## src/rtl/crc_engine_pkg.sv

```systemverilog
package crc_engine_pkg;
  localparam int REG_W  = 16;
  localparam int ADDR_W = 2;

  typedef enum logic [ADDR_W-1:0] {
    ADR_CTRL   = 2'd0,
    ADR_INPUT  = 2'd1,
    ADR_RESULT = 2'd2,
    ADR_SPARE  = 2'd3
  } crc_addr_e;

  localparam int CLEAR_BIT = 15;
endpackage

```

## src/rtl/crc_fold_core.sv

```systemverilog
module crc_fold_core #(
  parameter int           CRC_W  = 16,
  parameter int           BYTE_W = 8,
  parameter logic [15:0]  POLY   = 16'h8408,
  parameter logic [15:0]  INIT   = 16'h0000
) (
  input  logic              clk,
  input  logic              rst,
  input  logic              clear,
  input  logic              push,
  input  logic [BYTE_W-1:0] din,
  output logic [CRC_W-1:0]  state_q
);
  localparam logic [CRC_W-1:0] POLY_W = POLY[CRC_W-1:0];
  localparam logic [CRC_W-1:0] INIT_W = INIT[CRC_W-1:0];

  logic [CRC_W-1:0] stage [BYTE_W+1];

  assign stage[0] = state_q ^ {{(CRC_W-BYTE_W){1'b0}}, din};

  generate
    for (genvar i = 0; i < BYTE_W; i++) begin : g_bit
      assign stage[i+1] = stage[i][0] ? ((stage[i] >> 1) ^ POLY_W)
                                      : (stage[i] >> 1);
    end
  endgenerate

  always_ff @(posedge clk) begin
    if (rst || clear) state_q <= INIT_W;
    else if (push)    state_q <= stage[BYTE_W];
  end

  p_clear_state_r2: assert property (@(posedge clk) disable iff (rst)
    clear |=> state_q == INIT_W);
  p_hold_state_r3: assert property (@(posedge clk) disable iff (rst)
    (!clear && !push) |=> $stable(state_q));
endmodule

```

## src/rtl/crc_item_counter.sv

```systemverilog
module crc_item_counter #(
  parameter int CNT_W = 12
) (
  input  logic             clk,
  input  logic             rst,
  input  logic             clear,
  input  logic             push,
  output logic [CNT_W-1:0] count_q
);
  localparam logic [CNT_W-1:0] CNT_MAX = {CNT_W{1'b1}};

  always_ff @(posedge clk) begin
    if (rst || clear)                 count_q <= '0;
    else if (push && count_q != CNT_MAX) count_q <= count_q + 1'b1;
  end

  p_clear_cnt_r2: assert property (@(posedge clk) disable iff (rst)
    clear |=> count_q == '0);
  p_inc_r4: assert property (@(posedge clk) disable iff (rst)
    (push && !clear && count_q != CNT_MAX) |=> count_q == $past(count_q) + 1'b1);
  p_no_overflow_r8: assert property (@(posedge clk) disable iff (rst)
    (push && !clear && count_q == CNT_MAX) |=> count_q == CNT_MAX);
  p_hold_cnt_r3: assert property (@(posedge clk) disable iff (rst)
    (!clear && !push) |=> $stable(count_q));
endmodule

```

## src/rtl/crc_reg_port.sv

```systemverilog
module crc_reg_port
  import crc_engine_pkg::*;
#(
  parameter int           CRC_W   = 16,
  parameter int           BYTE_W  = 8,
  parameter int           CNT_W   = 12,
  parameter logic [15:0]  XOR_OUT = 16'hFCDE
) (
  input  logic              clk,
  input  logic              rst,
  input  logic              wr_en,
  input  logic [ADDR_W-1:0] wr_addr,
  input  logic [REG_W-1:0]  wr_data,
  input  logic              rd_en,
  input  logic [ADDR_W-1:0] rd_addr,
  input  logic [CRC_W-1:0]  state,
  input  logic [CNT_W-1:0]  count,
  output logic              clear,
  output logic              push,
  output logic [BYTE_W-1:0] din,
  output logic [REG_W-1:0]  rd_data
);
  logic [REG_W-1:0] rd_next;
  logic             unused_hi;

  assign clear     = wr_en && (wr_addr == ADR_CTRL) && wr_data[CLEAR_BIT];
  assign push      = wr_en && (wr_addr == ADR_INPUT);
  assign din       = wr_data[BYTE_W-1:0];
  assign unused_hi = ^wr_data[CLEAR_BIT-1:BYTE_W];

  always_comb begin
    unique case (crc_addr_e'(rd_addr))
      ADR_CTRL:   rd_next = {{(REG_W-CNT_W){1'b0}}, count};
      ADR_RESULT: rd_next = state ^ XOR_OUT[CRC_W-1:0];
      default:    rd_next = '0;
    endcase
  end

  always_ff @(posedge clk) begin
    if (rst)        rd_data <= '0;
    else if (rd_en) rd_data <= rd_next;
  end

  p_rd_zero_r9: assert property (@(posedge clk) disable iff (rst)
    (rd_en && (rd_addr == ADR_INPUT || rd_addr == ADR_SPARE)) |=> rd_data == '0);
  p_rd_hold_r9: assert property (@(posedge clk) disable iff (rst)
    !rd_en |=> $stable(rd_data));
  p_ctrl_hi_zero_r4: assert property (@(posedge clk) disable iff (rst)
    (rd_en && rd_addr == ADR_CTRL) |=> rd_data[REG_W-1:CNT_W] == '0);
endmodule

```

## src/rtl/crc_engine.sv

```systemverilog
module crc_engine
  import crc_engine_pkg::*;
#(
  parameter int           CRC_W   = 16,
  parameter int           BYTE_W  = 8,
  parameter int           CNT_W   = 12,
  parameter logic [15:0]  POLY    = 16'h8408,
  parameter logic [15:0]  INIT    = 16'h0000,
  parameter logic [15:0]  XOR_OUT = 16'hFCDE
) (
  input  logic              clk,
  input  logic              rst,
  input  logic              wr_en,
  input  logic [ADDR_W-1:0] wr_addr,
  input  logic [REG_W-1:0]  wr_data,
  input  logic              rd_en,
  input  logic [ADDR_W-1:0] rd_addr,
  output logic [REG_W-1:0]  rd_data
);
  logic              clear;
  logic              push;
  logic [BYTE_W-1:0] din;
  logic [CRC_W-1:0]  state;
  logic [CNT_W-1:0]  count;

  crc_reg_port #(
    .CRC_W(CRC_W), .BYTE_W(BYTE_W), .CNT_W(CNT_W), .XOR_OUT(XOR_OUT)
  ) u_port (
    .clk(clk), .rst(rst),
    .wr_en(wr_en), .wr_addr(wr_addr), .wr_data(wr_data),
    .rd_en(rd_en), .rd_addr(rd_addr),
    .state(state), .count(count),
    .clear(clear), .push(push), .din(din),
    .rd_data(rd_data)
  );

  crc_fold_core #(
    .CRC_W(CRC_W), .BYTE_W(BYTE_W), .POLY(POLY), .INIT(INIT)
  ) u_core (
    .clk(clk), .rst(rst), .clear(clear), .push(push), .din(din),
    .state_q(state)
  );

  crc_item_counter #(
    .CNT_W(CNT_W)
  ) u_cnt (
    .clk(clk), .rst(rst), .clear(clear), .push(push), .count_q(count)
  );

  p_one_action_r2: assert property (@(posedge clk) disable iff (rst)
    !(clear && push));
endmodule

```

## config.mk

```make
export PLATFORM = sky130hd
export DESIGN_NAME = crc_engine
export DESIGN_NICKNAME = d
export VERILOG_FILES = /design/src/rtl/crc_engine_pkg.sv /design/src/rtl/crc_fold_core.sv /design/src/rtl/crc_item_counter.sv /design/src/rtl/crc_reg_port.sv /design/src/rtl/crc_engine.sv
export SDC_FILE = /design/constraint.sdc
export NUM_CORES = 1
export LEC_CHECK = 0
export ABC_AREA = 1
export BUFFER_PORTS_ARGS = -buffer_cell sky130_fd_sc_hd__buf_2
export CAP_MARGIN = 5
export CORE_MARGIN = 2
export CORE_UTILIZATION = 30
export DETAILED_ROUTE_END_ITERATION = 6
export PLACE_DENSITY = 0.57
export SYNTH_ARGS = -nofsm -noshare
export SYNTH_HDL_FRONTEND = slang
export SYNTH_SLANG_ARGS = --single-unit
```

## constraint.sdc

```tcl
create_clock -name clk -period 1.5 [get_ports clk]
set_input_delay 0.15 -clock clk [delete_from_list [all_inputs] [get_ports clk]]
set_output_delay 0.15 -clock clk [all_outputs]
set_load 0.03 [all_outputs]
```

==> results.json <==
{
  "ir_drop_v": 0.000392,
  "final_hold_viol_count": 0,
  "syn2layout_area_growth_pct": 17.7,
  "grt_usage_pct": 14.3,
  "fin_crit_ps": 1420,
  "start_util_pct": 31.1,
  "slew_headroom_pct": 65.1,
  "grt.met2_usage_pct": 23.6,
  "post_drt_wl_per_cell_microns": 11.5,
  "synth_area_sq_um": 2430,
  "drtIter0Drc": 90,
  "synth.top_cell.area_share_pct": 36.2,
  "worstPathMaxFanout": 8,
  "ios": 40,
  "core_sq_um": 7810,
  "final_common_cell": "nand2_1",
  "routabilityCongestion": 0.812,
  "synth-seq-cells": 44,
  "holdBufCountCts": 0,
  "cts_tree": "built",
  "wirelength_mm": 6.08,
  "layout_common_cells": "nand2_1, inv_1, nor2_1",
  "h-tree-depth": 2,
  "ys_warn_count": 0,
  "ctsRootBufferMaster": "clkbuf_8",
  "finalClockSkew_ps": 7.60,
  "die_area_sq_um": 8840,
  "grtUsageMet1_pct": 19.2,
  "drc": 0,
  "synth.distinct_cells": 25,
  "maxCapViolations": 0,
  "finalCritPeriodShare_pct": 94.5,
  "regArea_sq_um": 882,
  "synth_nets": 413,
  "grt_use_met3_pct": 2.81,
  "ant_nets": 0,
  "synth_top_cell_by_area": "dfxtp_1",
  "vias": 2436,
  "yosysSeqAreaShare_pct": 36.2,
  "outcome": "completed",
  "power.leakage_nw": 1.43,
  "overflow": 0,
  "cts_made_buffers": 5,
  "path_class": "reg2reg",
  "cts.clk_slew.worst_paths_ps": 90,
  "worstReg2RegEnd": "u_cnt.count_q[1]",
  "avgSynthCellArea_sq_um": 6.27,
  "clock-sinks": 44,
  "worst_pin_slew_ps": 522,
  "clk_path_buf_depth": 2,
  "top_usage_layer": "met2",
  "drive_above_1_share_pct": 14.8,
  "first_global_vias": 2139,
  "synthCells": 388,
  "n_antenna_cell": 0,
  "synth.area.top_cells": "dfxtp_1, nand2_1, inv_1, nor2_1, nand3_1",
  "hold_depth": 5,
  "tns_ps": 0,
  "hpwl_mm": 4.52,
  "first_pass_iters": 5,
  "slew_violations": 0,
  "reg2reg_from": "u_cnt.count_q[1]",
  "endpoint_kind": "flip-flop",
  "rr_worst_depth": 8,
  "cp_data_required_time_ps": 1700,
  "die_h_microns": 94.0,
  "grt_max_degree": 25,
  "fin_util_pct": 36.7,
  "critPathLaunchType": "flip-flop",
  "grt_setup_unrepaired": "true",
  "insertion_delay_ps": 310,
  "die_width_microns": 94.0,
  "antenna_found_initial": 0,
  "setup_viol": 0,
  "min_from": "wr_data[3]",
  "portBuffers": 32,
  "hold_path_end": "u_core.state_q[11]",
  "multi_input_area_sq_um": 1220,
  "hold_class": "in2reg",
  "cp.arrival_ps": 1620,
  "r2r_slack_ps": 80,
  "final_nets": 449,
  "fillers": 873,
  "grt_pass1_wl_mm": 10.0,
  "row_count": 32,
  "p_per_area_nw_per_um2": 928,
  "max_freq_ghz": 0.706,
  "vias_per_cell": 4.62
}
cells by family after synthesis:
group	after synthesis	share of synthesized area, %
buf+inv	90	15.0
simple gates	183	31.9
fa+ha+maj	1	0.515
xor+xnor	6	2.16
flops	44	36.2
compound gates	64	14.2
area by class of cell:
type,count,area share [%]
Timing Repair Buffer,40,7.70
Clock inverter,2,1.36
Multi-Input combinational cell,255,42.5
Sequential cell,44,30.8
Tap cell,102,4.46
Inverter,78,10.2
Clock buffer,6,2.89
sequential cells by signal, indices dropped and copies added (netlist names):
| name | cells |
|---|---|
| u_port.rd_data | 16 |
| u_core.state_q | 16 |
| u_cnt.count_q | 12 |
synthesized netlist by cell type:
library cell   n
nor2_4         1
o211ai_1       3
nor3_1         3
inv_2          2
buf_4          2
o221ai_1       1
xnor2_1        2
a21oi_1       23
xor2_1         4
nand3_4        1
buf_6          2
dfxtp_1       44
ha_1           1
nand2_2        1
nand2_1       86
o22ai_1       10
nand3_1       36
nor2_2         1
o21ai_0       27
or2_2          3
clkbuf_1       4
nor2_1        50
inv_1         76
buf_2          4
nand3_2        1
critical path: stages, from the launching register on:
cell and delay, ps:
dfxtp_1 370, ha_4 160, nand3_1 120, nor2_4 200, nand3_4 150, nand2_2 110, inv_1 50, nor2_1 90
nor2_1 50
metal layers:
| metal | vias up | share of wire [%] |
|---|---|---|
| met2 | 54 | 45 |
| met5 | - | 0 |
| li1 | 1280 | - |
| met3 | 7 | 4.5 |
| met1 | 1095 | 50 |
| met4 | 0 | 0.84 |
worst max path at each step:
| stage | startpoint | to | cells past startpoint |
|---|---|---|---|
| after detailed placement | u_cnt.count_q[0] | u_cnt.count_q[1] | 8 |
| final | u_cnt.count_q[1] | u_cnt.count_q[1] | 8 |
| after CTS | u_cnt.count_q[0] | u_cnt.count_q[1] | 8 |
| after global routing | u_cnt.count_q[0] | u_cnt.count_q[1] | 8 |
| after global placement | u_cnt.count_q[0] | u_cnt.count_q[0] | 8 |
| after floorplan | u_cnt.count_q[0] | u_cnt.count_q[9] | 7 |
power by group:
group / total, W / leakage (nW) / internal (W) / switching, W
clock network: 0.000985 / 0.0614 / 0.000545 / 0.000440
logic: 0.000419 / 1.01 / 0.000141 / 0.000277
registers: 0.00125 / 0.360 / 0.00122 / 0.0000340
total: 0.00266 / 1.43 / 0.00190 / 0.000751
repair_timing:
item,CTS,global route
pin swaps,0,2
endpoints found under the setup margin,2,11
gates resized for setup,0,6
gates cloned,1,0
setup buffers,0,2
stage by stage:
stage	std cells	hold WS (ps)	setup WS [ps]	power, W	area, sq um
after floorplan	388	310	188	0.00158	2430
after global placement	516	488	54.1	0.00169	2690
after detailed placement	516	488	-18.3	0.00169	2690
after CTS	525	230	19.1	0.00267	2820
after global routing	527	262	-22.8	0.00279	2860
final	527	236	83.2	0.00266	2860
(Power assumes the default switching activity.)
